**config.mk**
```make
export PLATFORM = sky130hd
export DESIGN_NAME = seg_capture
export DESIGN_NICKNAME = d
export VERILOG_FILES = /design/src/rtl/seg_capture_pkg.sv /design/src/rtl/seg_capture_ctrl.sv /design/src/rtl/seg_capture_addr.sv /design/src/rtl/seg_capture_trigrec.sv /design/src/rtl/seg_capture.sv
export SDC_FILE = /design/constraint.sdc
export NUM_CORES = 1
export LEC_CHECK = 0
export BUFFER_PORTS_ARGS = -buffer_cell sky130_fd_sc_hd__buf_2
export CORE_ASPECT_RATIO = 1.5
export CORE_MARGIN = 8
export CORE_UTILIZATION = 30
export CTS_CLUSTER_DIAMETER = 120
export DETAILED_ROUTE_END_ITERATION = 10
export PLACE_DENSITY_LB_ADDON = 0.05
export SLEW_MARGIN = 40
export SYNTH_ARGS = -nofsm -noshare
export SYNTH_HDL_FRONTEND = slang
export SYNTH_SLANG_ARGS = --single-unit
```
**constraint.sdc**
```tcl
create_clock -name clk -period 8.1 [get_ports clk]
set_input_delay 2.43 -clock clk [delete_from_list [all_inputs] [get_ports clk]]
set_output_delay 2.43 -clock clk [all_outputs]
set_load 0.01 [all_outputs]
```
**src/rtl/seg_capture_pkg.sv**
```systemverilog
package seg_capture_pkg;

    localparam int unsigned SC_ADDR_W       = 8;
    localparam int unsigned SC_MAX_SEG_LOG2 = 3;

    typedef enum logic [1:0] {
        ST_IDLE = 2'd0,
        ST_PRE  = 2'd1,
        ST_POST = 2'd2,
        ST_DONE = 2'd3
    } cap_state_e;

    // saturate a requested segment exponent to the supported maximum
    function automatic int unsigned clamp_lg(input int unsigned req, input int unsigned maxv);
        return (req > maxv) ? maxv : req;
    endfunction

endpackage

```
**src/rtl/seg_capture_ctrl.sv**
```systemverilog
module seg_capture_ctrl
    import seg_capture_pkg::*;
#(
    parameter int ADDR_W       = 8,
    parameter int MAX_SEG_LOG2 = 3,
    parameter int LOG_W        = 2
) (
    input  logic                    clk,
    input  logic                    rst,
    input  logic                    arm,
    input  logic [LOG_W-1:0]        seg_log2,
    input  logic [ADDR_W-1:0]       post_len,
    input  logic                    sample_valid,
    input  logic                    trig,
    output cap_state_e              state_o,
    output logic [MAX_SEG_LOG2-1:0] seg_o,
    output logic [ADDR_W-1:0]       off_o,
    output logic [LOG_W-1:0]        lg_o,
    output logic                    wr_en_o,
    output logic                    rec_we_o
);

    cap_state_e              state;
    logic [MAX_SEG_LOG2-1:0] seg;
    logic [ADDR_W-1:0]       off;
    logic [ADDR_W-1:0]       rem;
    logic [ADDR_W-1:0]       plen;
    logic [LOG_W-1:0]        lg;

    logic [ADDR_W-1:0]       mask;
    logic [ADDR_W-1:0]       off_inc;
    logic [MAX_SEG_LOG2-1:0] last_seg;
    logic [LOG_W-1:0]        arm_lg;
    logic [ADDR_W-1:0]       arm_mask;
    logic                    take_trig;
    logic                    seg_end;

    always_comb begin
        mask     = {ADDR_W{1'b1}} >> lg;
        off_inc  = (off + ADDR_W'(1)) & mask;
        last_seg = {MAX_SEG_LOG2{1'b1}} >> (MAX_SEG_LOG2 - int'(lg));
        arm_lg   = LOG_W'(clamp_lg(int'(seg_log2), MAX_SEG_LOG2));
        arm_mask = {ADDR_W{1'b1}} >> arm_lg;
        wr_en_o  = sample_valid && ((state == ST_PRE) || (state == ST_POST));
        take_trig = (state == ST_PRE) && sample_valid && trig;
        rec_we_o = take_trig;
        seg_end  = (take_trig && (plen == '0)) ||
                   ((state == ST_POST) && sample_valid && (rem == ADDR_W'(1)));
    end

    always_ff @(posedge clk) begin
        if (rst) begin
            state <= ST_IDLE;
            seg   <= '0;
            off   <= '0;
            rem   <= '0;
            plen  <= '0;
            lg    <= '0;
        end else if (arm) begin
            state <= ST_PRE;
            seg   <= '0;
            off   <= '0;
            rem   <= '0;
            lg    <= arm_lg;
            plen  <= post_len & arm_mask;
        end else begin
            if (wr_en_o)
                off <= off_inc;
            if (take_trig && (plen != '0)) begin
                state <= ST_POST;
                rem   <= plen;
            end
            if ((state == ST_POST) && sample_valid)
                rem <= rem - ADDR_W'(1);
            if (seg_end) begin
                if (seg == last_seg) begin
                    state <= ST_DONE;
                end else begin
                    seg   <= seg + MAX_SEG_LOG2'(1);
                    off   <= '0;
                    state <= ST_PRE;
                end
            end
        end
    end

    assign state_o = state;
    assign seg_o   = seg;
    assign off_o   = off;
    assign lg_o    = lg;

endmodule

```
**src/rtl/seg_capture_addr.sv**
```systemverilog
module seg_capture_addr #(
    parameter int ADDR_W       = 8,
    parameter int MAX_SEG_LOG2 = 3,
    parameter int LOG_W        = 2
) (
    input  logic [MAX_SEG_LOG2-1:0] seg,
    input  logic [ADDR_W-1:0]       off,
    input  logic [LOG_W-1:0]        lg,
    output logic [ADDR_W-1:0]       addr
);

    // segment index occupies the top lg bits of the address
    always_comb begin
        addr = (ADDR_W'(seg) << (ADDR_W - int'(lg))) | off;
    end

endmodule

```
**src/rtl/seg_capture_trigrec.sv**
```systemverilog
module seg_capture_trigrec #(
    parameter int ADDR_W       = 8,
    parameter int MAX_SEG_LOG2 = 3
) (
    input  logic                    clk,
    input  logic                    rst,
    input  logic                    clr,
    input  logic                    we,
    input  logic [MAX_SEG_LOG2-1:0] wseg,
    input  logic [ADDR_W-1:0]       waddr,
    input  logic [MAX_SEG_LOG2-1:0] rd_idx,
    output logic [ADDR_W-1:0]       rd_addr,
    output logic                    rd_valid
);

    localparam int NSEG = 1 << MAX_SEG_LOG2;

    logic [ADDR_W-1:0] ent [NSEG];
    logic [NSEG-1:0]   vld;

    for (genvar g = 0; g < NSEG; g++) begin : g_entry
        always_ff @(posedge clk) begin
            if (rst || clr) begin
                vld[g] <= 1'b0;
                ent[g] <= '0;
            end else if (we && (wseg == MAX_SEG_LOG2'(g))) begin
                vld[g] <= 1'b1;
                ent[g] <= waddr;
            end
        end
    end

    assign rd_addr  = ent[rd_idx];
    assign rd_valid = vld[rd_idx];

endmodule

```
**src/rtl/seg_capture.sv**
```systemverilog
module seg_capture
    import seg_capture_pkg::*;
#(
    parameter int ADDR_W       = SC_ADDR_W,
    parameter int MAX_SEG_LOG2 = SC_MAX_SEG_LOG2,
    localparam int LOG_W       = $clog2(MAX_SEG_LOG2 + 1)
) (
    input  logic                    clk,
    input  logic                    rst,
    input  logic                    arm,
    input  logic [LOG_W-1:0]        seg_log2,
    input  logic [ADDR_W-1:0]       post_len,
    input  logic                    sample_valid,
    input  logic                    trig,
    input  logic [MAX_SEG_LOG2-1:0] rd_idx,
    output logic                    wr_en,
    output logic [ADDR_W-1:0]       wr_addr,
    output logic [MAX_SEG_LOG2-1:0] cur_seg,
    output logic                    done,
    output logic [ADDR_W-1:0]       rd_addr,
    output logic                    rd_valid
);

    cap_state_e        st;
    logic [ADDR_W-1:0] off;
    logic [LOG_W-1:0]  lg;
    logic              rec_we;

    seg_capture_ctrl #(
        .ADDR_W(ADDR_W), .MAX_SEG_LOG2(MAX_SEG_LOG2), .LOG_W(LOG_W)
    ) u_ctrl (
        .clk(clk), .rst(rst), .arm(arm), .seg_log2(seg_log2),
        .post_len(post_len), .sample_valid(sample_valid), .trig(trig),
        .state_o(st), .seg_o(cur_seg), .off_o(off), .lg_o(lg),
        .wr_en_o(wr_en), .rec_we_o(rec_we)
    );

    seg_capture_addr #(
        .ADDR_W(ADDR_W), .MAX_SEG_LOG2(MAX_SEG_LOG2), .LOG_W(LOG_W)
    ) u_addr (
        .seg(cur_seg), .off(off), .lg(lg), .addr(wr_addr)
    );

    seg_capture_trigrec #(
        .ADDR_W(ADDR_W), .MAX_SEG_LOG2(MAX_SEG_LOG2)
    ) u_rec (
        .clk(clk), .rst(rst), .clr(arm), .we(rec_we), .wseg(cur_seg),
        .waddr(wr_addr), .rd_idx(rd_idx), .rd_addr(rd_addr), .rd_valid(rd_valid)
    );

    assign done = (st == ST_DONE);

endmodule

```
==> impl_results.md <==
* Status: completed
* Detailed Route Iter0 Violations at 147
* Rel. slew slack at 47.42%
* Setup TNS at 0 ns
* Die area at 20980 µm²
* IO Count at 40
* Warnings, synthesis at 0
* Share of cells above drive strength 1 at 20.30%
* Post-route minimum period at 6.363 ns
* Mapped cell area at 4959 µm²
* First-pass GRT wire length at 20640 µm
* Syn Inst Count at 434
* CP Data Arrival Time at 3.93 ns
* RSZ-0062 raised after global routing: no
* CP max stage cell: mux4_2
* Fmax at 157.2 MHz
* H-tree levels at 3
* Height of the die at 173.5 µm
* Clock buffer depth at 2
* Util after Layout at 34.68%
* Worst-skew pair later-pin latency at 0.34 ns
* VDD IR max at 0.00008414 V
* Avg Inst Size Synth at 11.43 µm²
* Most common cell after layout, fill and taps aside: edfxtp_1
* Largest family of logic cells by synthesized area: simple AND/OR/NAND/NOR gates
* DRT Pass-1 Iters at 4
* IO Port Bufs at 39
* CP endpoint: rd_addr[2]
* Final non-filler cell total at 669
* Seq/Total Area, Yosys at 54.50%
* Crit-path cells: buf_2 > mux4_2 > mux2_2 > buf_2
* # hold bufs at CTS at 0
* Xor-xnor portion of the synthesized cell area at 1.413%
* Routed WL per cell at 19.84 µm
* Smallest hold slack at 0.4430 ns
* Vias per Instance at 4.925
* Setup violators final at 0
* Crit path max fanout at 18
* Synth Area in Adders at 3.533%
* Pwr per Cell Area at 192.9 nW/µm²
* TritonCTS buffer count at 9
* R2R Setup Slk at 5.85 ns
* Setup WS post-layout at 1.737 ns
* Crit path launch: rd_idx[0]
* Synth Area in Simple Gates at 18.98%
* Placeable Area at 16190 µm²
* Nets at 490
* Fin. max-slew vios at 0
* Post-synth EDFFs at 64
* Pre-CTS WS at 1.684 ns
* Slowest stage delay, CP at 0.59 ns
* P_leak at 2.259 nW
* HPWL after DPL at 9898 µm
* Grt ovf at 0
* Vias in the first global route at 3353
* Worst Setup Start Kind: input pin
* Final RePlAce weighted congestion at 0.7672
* HP Class: reg2reg
* Final hold violation count at 0
* Initial Util at 30.63%
* Ant diodes at 0
* Antenna viol nets, final at 0
* Top cell by count, worst path: buf_2
* DRC at 0
* Via count at 3295
* Final worst path period share at 78.56%
* Netlist cell types at 50
* Die X at 121.0 µm
* Required time worst endpoint at 5.67 ns
* Dpl cells at 653
* Area delta synth->final at 13.22%
* Nature of the critical path endpoint: output pin
* Largest net degree at the start of global routing at 23
* Antenna violations before repair at 0
* Post-CTS setup buffer count at 0
* Post-synth top flop: edfxtp_1
* CTS tree: done
* Fin Clk Skew at 0.01036 ns
* Synth Area in Compound Gates at 4.820%
* Worst-path clk slew at 0.07 ns
* Root buf cell: clkbuf_16
* Share of flip-flops with an asynchronous set or reset at 0%
* All-Layer GR Usage at 13.01%
* Max cap viols at 0
* Drt total wl at 13280 µm
* Multiplexer area fraction after synthesis at 13.27%
* RR Startpoint: u_ctrl.lg_o[0]
* Most frequent cells in the layout: edfxtp_1, nand2_1, nor2_1
* Worst r2r dst: u_rec.ent[3][6]
* Post-CTS sizing at 0
* Post-synthesis register bit count at 103
* Site row count at 57
* Mapped Nets at 466
* Clk sink count at 103
* Worst reg-to-reg path cell count at 6
* Critical path class: in2out
* Slew @ Worst Pin at 0.7876 ns
critical path: cells and delay by family:
family	cells	cell delay [ns]
buf+inv	2	0.61
mux	2	0.88
sequential cells by signal (all words and copies together) (netlist names):
| name | flops |
|---|---|
| u_rec.vld | 8 |
| u_rec.ent | 64 |
| u_ctrl.off_o | 8 |
| u_ctrl.seg_o | 3 |
| u_ctrl.rem | 8 |
| u_ctrl.state_o | 2 |
| u_ctrl.lg_o | 2 |
| u_ctrl.plen | 8 |
per-stage QoR:
| step | instance area [µm²] | power (W) |
|---|---|---|
| 2_1_floorplan | 4959 | 0.0006395 |
| 3_3_place_gp | 5310 | 0.0006687 |
| 3_5_place_dp | 5320 | 0.0006696 |
| 4_1_cts | 5608 | 0.001104 |
| 5_1_grt | 5614 | 0.001128 |
| 6_report | 5614 | 0.001083 |
report_power, final:
part,internal (W),total (W),switching (W)
Clock,0.000222,0.000428,0.000206
Combinational,0.0000304,0.0000707,0.0000403
Sequential,0.000573,0.000584,0.0000117
Total,0.000825,0.00108,0.000258
metal layers:
| layer | wire length (µm) | track usage (%) | vias to the layer above |
|---|---|---|---|
| li1 | - | - | 1615 |
| met1 | 5355 | 15.18 | 1595 |
| met2 | 7111 | 22.67 | 72 |
| met3 | 555 | 2.576 | 13 |
| met4 | 253 | 4.966 | 0 |
| met5 | 0 | 0 | - |
Yosys cell counts, types with 3 or more instances:
cell      number  share of area [%]
a21oi_1        9               0.91
nand2_1       53                4.0
a31oi_1        6               0.76
or4_1          3               0.45
clkbuf_1      21                1.6
xor2_1         6                1.1
dfxtp_1       39                 16
inv_1         14                1.1
mux2i_1       14                2.8
nand4_1        3               0.38
buf_1          3               0.23
nand3_1       12                1.2
nand2b_1       6               0.76
edfxtp_1      64                 39
nor3_1        10                1.0
mux2_2        10                2.3
ha_1          14                3.5
and3_1        27                3.4
a211oi_1       3               0.45
nor2_1        48                3.6
and2_1        13                1.6
mux4_2        18                8.2
area by class of cell:
class                      instances  area (µm²)
clock buffer                      10       239.0
clock inverter                     6       48.80
fill                            1639       10580
inverter                          15       56.30
multi-input combinational        288        2100
sequential                       103        2703
tap                              206       257.7
timing repair buffer              41       210.2
cell families after synthesis:
group / after synthesis
simple gates: 189
flops: 103
buf+inv: 43
mux: 42
compound gates: 35
fa+ha+maj: 14
xor+xnor: 8
worst min-delay path by stage:
stage                 start      endpoint  cells after the start
2_1_floorplan  u_rec.vld[2]  u_rec.vld[2]                      2
3_3_place_gp   u_rec.vld[5]  u_rec.vld[5]                      2
3_5_place_dp   u_rec.vld[5]  u_rec.vld[5]                      2
4_1_cts        u_rec.vld[5]  u_rec.vld[5]                      2
5_1_grt        u_rec.vld[4]  u_rec.vld[4]                      2
6_report       u_rec.vld[5]  u_rec.vld[5]                      2
Power figures use the tool's default switching activity.
